File: config.mk
export PLATFORM = sky130hd
export DESIGN_NAME = boot_select
export DESIGN_NICKNAME = d
export VERILOG_FILES = /design/src/rtl/boot_select_pkg.sv /design/src/rtl/boot_strap_sync.sv /design/src/rtl/boot_delay_timer.sv /design/src/rtl/boot_code_summer.sv /design/src/rtl/boot_select.sv
export SDC_FILE = /design/constraint.sdc
export NUM_CORES = 1
export LEC_CHECK = 0
export ABC_AREA = 1
export BUFFER_PORTS_ARGS = -buffer_cell sky130_fd_sc_hd__clkbuf_2
export CAP_MARGIN = 10
export CORE_MARGIN = 4
export CORE_UTILIZATION = 30
export CTS_CLUSTER_DIAMETER = 100
export DETAILED_ROUTE_END_ITERATION = 16
export GPL_ROUTABILITY_DRIVEN = 0
export HOLD_SLACK_MARGIN = 0.1
export SLEW_MARGIN = 0
export SYNTH_ARGS = -nofsm -noshare
export SYNTH_HDL_FRONTEND = slang
export SYNTH_SLANG_ARGS = --single-unit
File: constraint.sdc
create_clock -name clk -period 2.2 [get_ports clk]
set_input_delay 0.22 -clock clk [delete_from_list [all_inputs] [get_ports clk]]
set_output_delay 0.22 -clock clk [all_outputs]
set_load 0.03 [all_outputs]
File: src/rtl/boot_select_pkg.sv
package boot_select_pkg;

  typedef enum logic [2:0] {
    ST_WAIT_DELAY,
    ST_SAMPLE,
    ST_READ,
    ST_ACCUM,
    ST_DECIDE,
    ST_DONE
  } boot_state_t;

  typedef struct packed {
    logic isp;
    logic user;
    logic autobaud;
  } boot_exit_t;

  // A strap request stands only if the pin is low and no watchdog overflow is flagged.
  function automatic logic strap_request(input logic pin_level, input logic wdt_flag);
    return (pin_level == 1'b0) && (wdt_flag == 1'b0);
  endfunction

  function automatic boot_exit_t pick_exit(input logic request, input logic image_ok);
    boot_exit_t e;
    e.isp      = request;
    e.user     = !request && image_ok;
    e.autobaud = !request && !image_ok;
    return e;
  endfunction

endpackage

File: src/rtl/boot_strap_sync.sv
module boot_strap_sync #(
  parameter int  STAGES    = 2,
  parameter logic RESET_VAL = 1'b1
) (
  input  logic clk,
  input  logic rst_n,
  input  logic d,
  output logic q
);
  logic [STAGES-1:0] chain;

  always_ff @(posedge clk or negedge rst_n) begin
    if (!rst_n) chain <= {STAGES{RESET_VAL}};
    else        chain <= {chain[STAGES-2:0], d};
  end

  assign q = chain[STAGES-1];
endmodule

File: src/rtl/boot_delay_timer.sv
module boot_delay_timer #(
  parameter int CYCLES = 300000
) (
  input  logic clk,
  input  logic rst_n,
  input  logic run,
  output logic expired
);
  localparam int CNT_W = (CYCLES < 2) ? 1 : $clog2(CYCLES + 1);
  localparam logic [CNT_W-1:0] LAST = CNT_W'(CYCLES - 1);

  logic [CNT_W-1:0] cnt;

  always_ff @(posedge clk or negedge rst_n) begin
    if (!rst_n)                cnt <= '0;
    else if (run && !expired)  cnt <= cnt + 1'b1;
  end

  assign expired = run && (cnt == LAST);
endmodule

File: src/rtl/boot_code_summer.sv
module boot_code_summer #(
  parameter int DATA_W    = 32,
  parameter int ADDR_W    = 8,
  parameter int NUM_WORDS = 8,
  parameter int BASE_ADDR = 0
) (
  input  logic              clk,
  input  logic              rst_n,
  input  logic              capture,
  input  logic [DATA_W-1:0] word_in,
  output logic [ADDR_W-1:0] word_addr,
  output logic              last_word,
  output logic              sum_zero
);
  localparam int IDX_W = (NUM_WORDS < 2) ? 1 : $clog2(NUM_WORDS);
  localparam logic [IDX_W-1:0] IDX_LAST = IDX_W'(NUM_WORDS - 1);

  logic [IDX_W-1:0]  idx;
  logic [DATA_W-1:0] acc;

  // Sum that drops the carry out of the top bit.
  function automatic logic [DATA_W-1:0] wrap_add(input logic [DATA_W-1:0] a,
                                                 input logic [DATA_W-1:0] b);
    return a + b;
  endfunction

  always_ff @(posedge clk or negedge rst_n) begin
    if (!rst_n) begin
      idx <= '0;
      acc <= '0;
    end else if (capture) begin
      acc <= wrap_add(acc, word_in);
      idx <= idx + 1'b1;
    end
  end

  assign word_addr = ADDR_W'(BASE_ADDR) + ADDR_W'(idx);
  assign last_word = (idx == IDX_LAST);
  assign sum_zero  = (acc == '0);
endmodule

File: src/rtl/boot_select.sv
module boot_select
  import boot_select_pkg::*;
#(
  parameter int DELAY_CYCLES = 300000,
  parameter int DATA_W       = 32,
  parameter int ADDR_W       = 8,
  parameter int NUM_WORDS    = 8,
  parameter int BASE_ADDR    = 0
) (
  input  logic              clk,
  input  logic              rst_n,
  input  logic              boot_req_pin,
  input  logic              wdt_overflow,
  output logic              rd_en,
  output logic [ADDR_W-1:0] rd_addr,
  input  logic [DATA_W-1:0] rd_data,
  output logic              sel_isp,
  output logic              sel_user,
  output logic              sel_autobaud,
  output logic              done
);
  boot_state_t state;
  boot_exit_t  exit_q;
  logic        isp_req_q;

  // Named internal events
  logic pin_sync;
  logic delay_done;
  logic sample_fire;
  logic isp_request;
  logic word_capture;
  logic last_word;
  logic sum_zero;
  logic decide_fire;

  boot_strap_sync #(.STAGES(2), .RESET_VAL(1'b1)) u_sync (
    .clk   (clk),
    .rst_n (rst_n),
    .d     (boot_req_pin),
    .q     (pin_sync)
  );

  boot_delay_timer #(.CYCLES(DELAY_CYCLES)) u_delay (
    .clk     (clk),
    .rst_n   (rst_n),
    .run     (state == ST_WAIT_DELAY),
    .expired (delay_done)
  );

  boot_code_summer #(
    .DATA_W    (DATA_W),
    .ADDR_W    (ADDR_W),
    .NUM_WORDS (NUM_WORDS),
    .BASE_ADDR (BASE_ADDR)
  ) u_summer (
    .clk       (clk),
    .rst_n     (rst_n),
    .capture   (word_capture),
    .word_in   (rd_data),
    .word_addr (rd_addr),
    .last_word (last_word),
    .sum_zero  (sum_zero)
  );

  assign sample_fire  = (state == ST_SAMPLE);
  assign isp_request  = strap_request(pin_sync, wdt_overflow);
  assign word_capture = (state == ST_ACCUM);
  assign decide_fire  = (state == ST_DECIDE);
  assign rd_en        = (state == ST_READ);

  always_ff @(posedge clk or negedge rst_n) begin
    if (!rst_n) begin
      state     <= ST_WAIT_DELAY;
      isp_req_q <= 1'b0;
      exit_q    <= '0;
      done      <= 1'b0;
    end else begin
      done <= 1'b0;
      unique case (state)
        ST_WAIT_DELAY: if (delay_done) state <= ST_SAMPLE;
        ST_SAMPLE: begin
          isp_req_q <= isp_request;
          state     <= isp_request ? ST_DECIDE : ST_READ;
        end
        ST_READ:  state <= ST_ACCUM;
        ST_ACCUM: state <= last_word ? ST_DECIDE : ST_READ;
        ST_DECIDE: begin
          exit_q <= pick_exit(isp_req_q, sum_zero);
          done   <= 1'b1;
          state  <= ST_DONE;
        end
        ST_DONE:  state <= ST_DONE;
        default:  state <= ST_WAIT_DELAY;
      endcase
    end
  end

  assign sel_isp      = exit_q.isp;
  assign sel_user     = exit_q.user;
  assign sel_autobaud = exit_q.autobaud;
endmodule

==> results of run 1 <==
[cells in the mapped netlist]
cell      count  share of area, %
conb_1        1             0.071
nand3b_1      3              0.43
o21ai_1       1             0.094
nor4_1        9               1.1
nand3_1      56               5.3
xor2_1        8               1.3
o21ai_0      21               2.0
buf_6         2              0.43
o21bai_1      3              0.43
nand4_2       1              0.24
clkbuf_2      1             0.094
inv_1       131               9.3
buf_4         6              0.85
a21oi_1      23               2.2
o22ai_1       1              0.12
nor4_4        1              0.40
nor3_1        6              0.57
nand2_2       2              0.24
nand2_1     340                24
nor2_1       71               5.0
o21ai_2       5              0.83
o221ai_1      1              0.17
xnor2_1      22               3.6
dfstp_2       2              0.99
ha_1         34               8.0
clkbuf_1      6              0.43
inv_4         1              0.12
a21o_1        1              0.14
nor3_2        1              0.19
dfrtp_1      62                29
nand4_1       8              0.94
buf_2         1             0.094
and2_1        2              0.24
or2_1         1              0.12
fa_1          1              0.38
nand2_4       1              0.21
[metal layers]
| layer | vias up | GRT usage, % |
|---|---|---|
| li1 | 2681 | - |
| met1 | 2334 | 20.43 |
| met2 | 90 | 23.74 |
| met3 | 12 | 3.324 |
| met4 | 0 | 3.723 |
| met5 | - | 0 |
[timing repair]
action | CTS | global route
hold buffers | 2 | 0
setup buffers | 0 | 0
setup endpoints to repair | 0 | 3
resized for setup | 0 | 2
hold endpoints to repair | 63 | 0
[area by class of cell]
type / count / area, um2 / area share (%)
Tap cell: 225 / 281.5 / 4.628
Inverter: 132 / 498.0 / 8.186
Clock buffer: 11 / 242.7 / 3.990
Timing Repair Buffer: 50 / 285.3 / 4.689
Multi-Input combinational cell: 628 / 3115 / 51.21
Sequential cell: 64 / 1604 / 26.37
Clock inverter: 5 / 56.30 / 0.9255
[worst max-delay path by stage]
| stage | end | start | slack [ns] |
|---|---|---|---|
| after global routing | u_summer.acc[22] | u_summer.acc[2] | -0.003 |
| final | u_summer.acc[27] | u_summer.acc[8] | 0.16 |
| after floorplan | u_summer.acc[16] | u_summer.acc[0] | 0.34 |
| after CTS | u_summer.acc[16] | u_summer.acc[0] | 0.13 |
| after global placement | u_summer.acc[22] | u_summer.acc[0] | 0.20 |
| after detailed placement | u_summer.acc[16] | u_summer.acc[0] | 0.13 |
[worst max-delay path: stages, from the launching register on]
cell and delay (ns):
dfrtp_1 0.40, ha_1 0.38, nand2_1 0.14, nor2_1 0.24
nand3_1 0.11, nand3_1 0.25, nand2_1 0.15, nand2_1 0.09
nand2_1 0.05, nand3_1 0.07, nand2_1 0.05
[power by group through the flow]
stage	Clock, uW	Combinational, uW	Sequential (uW)
finish	1470	462	1180
global route	1550	528	1180
CTS	1500	462	1180
detailed placement	0	457	1200
global placement	0	457	1200
floorplan	0	312	1200
[kinds of logic after synthesis]
kind of cell / after synthesis
AO/OA/AOI/OAI: 56
adder cells (fa/ha/maj): 35
other: 1
flip-flops: 64
AND/OR/NAND/NOR: 502
buffers and inverters: 148
XOR/XNOR: 30
[per-stage QoR]
step	std cells	total power (uW)	TNS, ns
final	1115	3112	0
after global routing	1115	3263	-0.003131
after CTS	1115	3142	0
after detailed placement	1097	1660	0
after global placement	1097	1660	0
after floorplan	840	1514	0
[sequential cells by signal, indices dropped and copies added, names as in the netlist, 2 cells and up]
name and cells:
state 3, u_delay.cnt 19, u_summer.acc 32, u_summer.idx 3, u_sync.chain 2
==> impl_results.md, run 1 <==
* Worst Reg-to-Reg Cells at 10
* Setup violations, final at 0
* Post-DP HPWL at 11,140 um
* Clk sinks at 64
* P_int at 2251 uW
* Multiplexer share of the synthesized area at 0%
* DRT met1 WL at 7261 um
* # DRC at 0
* DR top layer: met4
* Area delta synth->final at 14.86%
* Hold Path Class: in2reg
* Most frequent cells in the layout: nand2_1 (340), inv_1 (131), nor2_1 (71)
* Vias at 5,117
* Worst reg2reg path startpoint: u_summer.acc[8]
* Fillers at 1,864
* Met2 wire length at 6329 um
* Hold path depth at 4
* Worst Setup End Kind: flop
* Vias in the first global route at 4,972
* Critical Path RT at 2.43 ns
* Area share of xor/xnor cells in the synthesized design at 4.961%
* Layout cells sized above 1 at 8.876%
* Final core occ at 35.17%
* Max-cap viol count at 0
* Total wire length at 14,440 um
* Clock power share at 47.2%
* Final Cycle Share at 92.60%
* Sequential share of the synthesized area at 30.29%
* Avg Cell Area, Syn at 6.335 um2
* Chip height at 140.9 um
* Drt pass-1 iters at 5
* Die ar. at 19,840 um2
* Via density at 4.589
* Skew-Pair Late Insertion Delay at 0.34 ns
* CTS tree: built
* Power Dens Cells at 511.6 nW/um2
* Setup ws final at 0.1629 ns
* Syn Inst Count at 836
* Initial antenna violation count at 0
* Setup Slack @ Placement at 0.1268 ns
* Clock Skews at 0.01170 ns
* Fin area at 6083 um2
* RR Endpoint: u_summer.acc[27]
* Relative slew slack at 64.49%
* Compound-Gate Fraction of Synth Area at 5.930%
* Sequential Power Share at 38.0%
* I/O Buffers at 43
* Post-route antenna net violation count at 0
* Lkg Pwr at 0.003335 uW
* Core box area at 17,300 um2
* Hold Fails Final Rpt at 0
* Largest family of logic cells by synthesized area: simple AND/OR/NAND/NOR gates
* Power share of the combinational group at 14.8%
* Metal3 WL at 652 um
* Post-place instance area at 5758 um2
* Clock Pin Slew Worst Setup and Hold Paths at 0.06 ns
* Sw power at 861.2 uW
* Adder-cell share of the synthesized area at 8.410%
* Post-synthesis simple-gate area fraction at 39.05%
* Cts bufs inserted at 9
* Worst Tran Pin Value at 0.5278 ns
* NumNets Final at 956
* Startpoint types: flop
* H-Tree Depth at 3
* GRT Total Usage at 14.86%
* CTS root buffer: clkbuf_16
* CP Max Fanout at 4
* Std cell rows at 48
* Crit path DAT at 2.27 ns
* # diodes at 0
* # IOs at 49
* Outcome: finished, final reports clean
* Largest net degree at the start of global routing at 65
* Hold slack at 0.1874 ns
* Flops & latches, synth at 64
* Synth warn at 0
* Maximum operating frequency at 490.9 MHz
* HP Start: wdt_overflow
* WS Path Type: reg2reg
* Sw frac at 27.67%
* Grt ovf at 0
* Max rail drop VDD at 0.5691 mV
* Chip Width at 140.9 um
* First-pass GRT wire length at 23,760 um
* Commonest non-fill, non-tap cell in the layout: nand2_1
* Mapped Area at 5296 um2
* Initial drt markers at 323
* Maximum root-to-sink buffer count at 2
* Min Tclk post-route at 2.037 ns
* WHS Endpoint: isp_req_q
* R2r setup slk at 0.16 ns
* Initial Utilization at 30.62%
* Wire length per cell at 12.95 um
* Max Slew Vio Count at 0
* Synth unique cells at 36
Note: power is estimated with default switching activity, not from simulation.
==> run 2: changes to the inputs <==
Settings changed: CORE_ASPECT_RATIO set to 1.25, TNS_END_PERCENT set to 5.
==> run 2 against run 1 <==
Critical endpoint is now u_summer.acc[28]. Clock power about the same. Final area increased by 0.31%. First-iteration DRC count fell by 5.0%. Critical path depth unchanged. Final cell count about the same. Register-to-register slack better by 0.06 ns. Sequential power about the same. Fmax is 3.2% higher. Total power down 0.20%. Sequential share of layout area shrank 0.081 points.
==> impl_results.md, run 2 (synthesized netlist as in run 1, its figures left out) <==
* Maximum root-to-sink buffer count at 2 (unchanged)
* WS Path Type: reg2reg
* Clock Skews at 0.007816 ns (-0.003881 ns)
* Grt ovf at 0 (unchanged)
* Commonest non-fill, non-tap cell in the layout: nand2_1
* Final Cycle Share at 89.74% (-2.9 points)
* Via density at 4.551 (-0.83%)
* Hold Fails Final Rpt at 0 (unchanged)
* Metal3 WL at 577 um (-12%)
* NumNets Final at 958 (+0.21%)
* Drt pass-1 iters at 7 (+2)
* Hold Path Class: in2reg
* DR top layer: met4
* # DRC at 0 (unchanged)
* CP cell instances: ha_1, fa_2, nand3_1, nand3_2, nand3_1, nand3_1, nand2_1, nand3_1, nand3_1, nand2_1
* Area delta synth->final at 15.21%
* First-pass GRT wire length at 24,540 um (+3.3%)
* Initial antenna violation count at 0 (unchanged)
* Most frequent cells in the layout: nand2_1 (340), inv_1 (131), nor2_1 (71)
* Clock Pin Slew Worst Setup and Hold Paths at 0.06 ns (about the same)
* Setup ws final at 0.2257 ns (+0.06284 ns)
* Worst path max stage delay at 0.40 ns (about the same)
* Post-CTS Setup Bufs at 0 (unchanged)
* Clk sinks at 64 (unchanged)
* Crit-path leading delay family: simple AND/OR/NAND/NOR gates
* Die ar. at 19,860 um2 (about the same)
* Skew-Pair Late Insertion Delay at 0.35 ns (about the same)
* Chip height at 156.6 um (+11%)
* DRT met1 WL at 6263 um (-14%)
* Total wire length at 14,540 um (+0.65%)
* Core box area at 17,430 um2 (+0.78%)
* Relative slew slack at 48.14% (-16 points)
* Std cell rows at 54 (+13%)
* Lkg Pwr at 0.003347 uW (+0.35%)
* Critical Path RT at 2.44 ns (about the same)
* Cts bufs inserted at 9 (unchanged)
* Met2 wire length at 7262 um (+15%)
* Setup Slack @ Placement at 0.08346 ns (-0.04333 ns)
* Crit path DAT at 2.21 ns (-0.06 ns)
* I/O Buffers at 43 (unchanged)
* Fin Setup TNS at 0 ns (unchanged)
* Layout cells sized above 1 at 9.193% (+0.32 points)
* Crit path buffers/inverters at 0 (unchanged)
* Register area at 1604 um2 (unchanged)
* Vias in the first global route at 4,999 (+0.54%)
* Min Tclk post-route at 1.974 ns (-0.06284 ns)
* Multi-input logic area at 3120 um2 (+0.16%)
* Worst Setup End Kind: flop
* Max-cap viol count at 0 (unchanged)
* Post-DP HPWL at 11,810 um (+6.0%)
* Wire length per cell at 13.03 um (+0.56%)
* Max FFs per register at 32 (unchanged)
* Vias at 5,079 (-0.74%)
* # IOs at 49 (unchanged)
* Outcome: finished, final reports clean
* Max Slew Vio Count at 0 (unchanged)
* Maximum operating frequency at 506.5 MHz (+3.2%)
* Startpoint types: flop
* CP max stage cell: dfrtp_1
* Initial drt markers at 307 (-5.0%)
* CTS tree: built
* CTS root buffer: clkbuf_16
* Most flops, register: u_summer.acc
* Chip Width at 126.8 um (-10%)
* Fillers at 1,957 (+5.0%)
* Hold slack at 0.1881 ns (+0.0006450 ns)
* CP dominant cell by count: nand3_1
* Max rail drop VDD at 0.2653 mV (-53%)
* Power Dens Cells at 509.0 nW/um2 (-0.51%)
* Biggest regs: u_summer.acc: 32 flops, u_delay.cnt: 19 flops
* H-Tree Depth at 3 (unchanged)
* Initial Utilization at 30.38% (-0.24 points)
* Largest net degree at the start of global routing at 32 (-51%)
* RSZ-0062 raised after global routing: false
* GRT Total Usage at 15.58% (+0.71 points)
* # diodes at 0 (unchanged)
* CP Max Fanout at 4 (unchanged)
* Worst Tran Pin Value at 0.7779 ns (+0.2500 ns)
* Post-route antenna net violation count at 0 (unchanged)
* Setup violations, final at 0 (unchanged)
## run 2: power breakdown
group | total (uW) | internal [uW] | switching [uW]
registers | 1180 | 1180 | 0.729
logic | 462 | 167 | 295
clock network | 1460 | 906 | 557
## run 2: routing by layer
metal | track usage, % | vias up
met5 | 0 | -
met1 | 18.72 | 2271
met2 | 27.83 | 92
li1 | - | 2692
met4 | 6.132 | 0
met3 | 2.390 | 24
## run 2: final cells by class
type,count,share of cell area (%)
Clock buffer,11,3.978
Sequential cell,64,26.29
Tap cell,224,4.593
Clock inverter,5,0.9227
Inverter,132,8.161
Timing Repair Buffer,52,4.921
Multi-Input combinational cell,628,51.14
## run 2: worst register-to-register path, stage by stage, from the launching register on
cell and delay [ns]:
dfrtp_1 0.40, ha_1 0.24, fa_2 0.39, nand3_1 0.12, nand3_2 0.12, nand3_1 0.10
nand3_1 0.15, nand2_1 0.13, nand3_1 0.08, nand3_1 0.09, nand2_1 0.05
## run 2: per-stage QoR
step	instance area (um2)	cells	power (uW)	utilization, %
after global routing	6102	1116	3258	35.01
final	6102	1116	3106	35.01
after CTS	6091	1116	3143	34.94
after floorplan	5311	840	1514	-
after detailed placement	5772	1098	1663	33.11
after global placement	5772	1098	1661	33.11
## run 2: worst paths after layout
path	start	to	slack, ns	depth (start not counted)
hold reg to reg	u_sync.chain[0]	u_sync.chain[1]	0.36	0
hold / removal	wdt_overflow	isp_req_q	0.19	4
min in group asynchronous	rst_n	u_summer.acc[6]	0.50	2
max in group asynchronous	rst_n	u_sync.chain[1]	1.01	3
setup / recovery	u_summer.acc[0]	u_summer.acc[28]	0.23	10
setup reg to reg	u_summer.acc[0]	u_summer.acc[28]	0.23	10
## run 2: what timing repair did
action                     4_1_cts  5_1_grt
hold endpoints to repair        27        0
setup endpoints to repair        0        3
resized for setup                0        3
hold buffers                     2        0
==> run 3: changes to the inputs <==
Settings changed: BUFFER_PORTS_ARGS -buffer_cell sky130_fd_sc_hd__clkbuf_2 to unset, CORE_MARGIN 4 to 8, DONT_BUFFER_PORTS set to 1.
Clock period 2.2 ns to 2.5 ns, I/O delays scaled along.
==> run 3 against run 2 <==
Global-route usage decreased by 1.5 points. Register-to-register slack improved by 0.16 ns. Via count decreased by 4.3%. Highest routed layer unchanged.
==> impl_results.md, run 3 (synthesized netlist as in run 1, its figures left out) <==
* Skew-Pair Late Insertion Delay at 0.34 ns (about the same)
* Most flops, register: u_summer.acc
* CTS root buffer: clkbuf_16
* NumNets Final at 911 (-4.9%)
* Post-DP HPWL at 11,730 um (-0.66%)
* Core box area at 17,360 um2 (-0.39%)
* Maximum root-to-sink buffer count at 2 (unchanged)
* Chip height at 164.6 um (+5.1%)
* Setup violations, final at 0 (unchanged)
* Layout cells sized above 1 at 3.787% (-5.4 points)
* Relative slew slack at 65.60% (+17 points)
* Total wire length at 14,910 um (+2.6%)
* Sequential Power Share at 36.9% (-1.1 points)
* Vias at 4,863 (-4.3%)
* Initial Utilization at 30.50% (+0.12 points)
* Max Slew Vio Count at 0 (unchanged)
* Wire length per cell at 13.94 um (+7.1%)
* Worst Tran Pin Value at 0.5160 ns (-0.2619 ns)
* Clk sinks at 64 (unchanged)
* Drt pass-1 iters at 5 (-2)
* Sw frac at 26.68% (-0.78 points)
* Final Cycle Share at 84.53% (-5.2 points)
* Clock Skews at 0.01012 ns (+0.002301 ns)
* Power Dens Cells at 479.6 nW/um2 (-5.8%)
* H-Tree Depth at 3 (unchanged)
* Power share of the combinational group at 13.2% (-1.7 points)
* PostCTS Resize Cnt at 0 (unchanged)
* Fin Setup TNS at 0 ns (unchanged)
* Vias in the first global route at 4,889 (-2.2%)
* Hold Path Class: in2reg
* Hold Fails Final Rpt at 0 (unchanged)
* Area delta synth->final at 10.94%
* Critical Path RT at 2.70 ns (+0.26 ns)
* WS Path Type: reg2reg
* Outcome: finished, final reports clean
* Largest net degree at the start of global routing at 65 (+100%)
* Lkg Pwr at 0.003161 uW (-5.5%)
* # DRC at 0 (unchanged)
* Post-route antenna net violation count at 0 (unchanged)
* Total Power at 2818 uW (-9.3%)
* Most frequent cells in the layout: nand2_1 (340), inv_1 (131), nor2_1 (71)
* Cts bufs inserted at 9 (unchanged)
* CTS Hold Bufs at 3 (+1)
* Sw power at 751.8 uW (-12%)
* Dpl cells at 1,050 (-4.4%)
* Startpoint types: flop
* P_int at 2066 uW (-8.3%)
* Grt ovf at 0 (unchanged)
* CP Max Fanout at 4 (unchanged)
* Biggest regs: u_summer.acc: 32 flops, u_delay.cnt: 19 flops
* Worst Setup End Kind: flop
* Maximum operating frequency at 473.2 MHz (-6.6%)
* Initial antenna violation count at 0 (unchanged)
* Clock power share at 49.9% (+2.8 points)
* Min Tclk post-route at 2.113 ns (+0.1391 ns)
* Max rail drop VDD at 0.2565 mV (-3.3%)
* Post-CTS Setup Bufs at 0 (unchanged)
* CTS tree: built
* RSZ-0062 raised after global routing: false
* Commonest non-fill, non-tap cell in the layout: nand2_1
* GRT Total Usage at 14.09% (-1.5 points)
* Std cell rows at 54 (unchanged)
* Initial drt markers at 218 (-29%)
* Clock Pin Slew Worst Setup and Hold Paths at 0.06 ns (about the same)
* # diodes at 0 (unchanged)
* Max FFs per register at 32 (unchanged)
* Hold slack at 0.1184 ns (-0.06965 ns)
* Via density at 4.549 (about the same)
* I/O Buffers at 0 (-100%)
* First-pass GRT wire length at 24,520 um (-0.11%)
* Chip Width at 134.8 um (+6.3%)
* Max-cap viol count at 0 (unchanged)
* Non-filler instance count after layout at 1,069 (-4.2%)
* # IOs at 49 (unchanged)
* Die ar. at 22,190 um2 (+12%)
* Crit path DAT at 2.31 ns (+0.10 ns)
[run 3: layout make-up]
class | count | area, um2
inverter | 132 | 498.0
tap | 224 | 280.3
clock buffer | 11 | 242.7
timing repair buffer | 5 | 62.56
clock inverter | 5 | 78.83
multi-input combinational | 628 | 3109
sequential | 64 | 1604
fill | 1901 | 11490
[run 3: path summary, 6_finish.rpt]
| check | slack (ns) | cells past startpoint | end | start |
|---|---|---|---|---|
| worst max-delay path | 0.39 | 8 | u_summer.acc[12] | u_summer.acc[0] |
| worst min-delay path | 0.12 | 3 | isp_req_q | wdt_overflow |
| worst max register to register | 0.39 | 8 | u_summer.acc[12] | u_summer.acc[0] |
| worst min register to register | 0.36 | 0 | u_sync.chain[1] | u_sync.chain[0] |
| max in group asynchronous | 1.71 | 2 | u_sync.chain[1] | rst_n |
| min in group asynchronous | 0.47 | 2 | u_summer.acc[22] | rst_n |
[run 3: worst max-delay path, stage by stage (launching register included)]
cell and delay (ns):
dfrtp_1 0.39, ha_1 0.24, fa_1 0.47, nand3_1 0.12
nand3_1 0.15, nand3_1 0.11, nand3_1 0.15, xnor2_1 0.24
o21ai_0 0.11
[run 3: per-stage QoR]
stage                     setup slack [ns]  util [%]  instance area, um2
after global placement              0.3936     31.71                5507
after global routing                0.1001     33.84                5876
after floorplan                     0.6393         -                5311
after CTS                           0.3644     33.84                5876
final                               0.3867     33.84                5876
after detailed placement            0.3589     31.71                5507
[run 3: routing by layer]
metal  vias to the layer above  part of all wire, %  track usage [%]
met4                         0                  2.9            6.138
li1                       2590                    -                -
met5                         -                    0                0
met3                        31                  4.7            3.195
met1                      2146                   44            16.31
met2                        96                   48            24.38
[run 3: power by group through the flow]
stage,clock network [uW],logic [uW],registers [uW]
after floorplan,0,274,1060
after global placement,0,342,1060
after detailed placement,0,341,1060
after CTS,1430,375,1040
after global routing,1470,426,1040
final,1410,372,1040
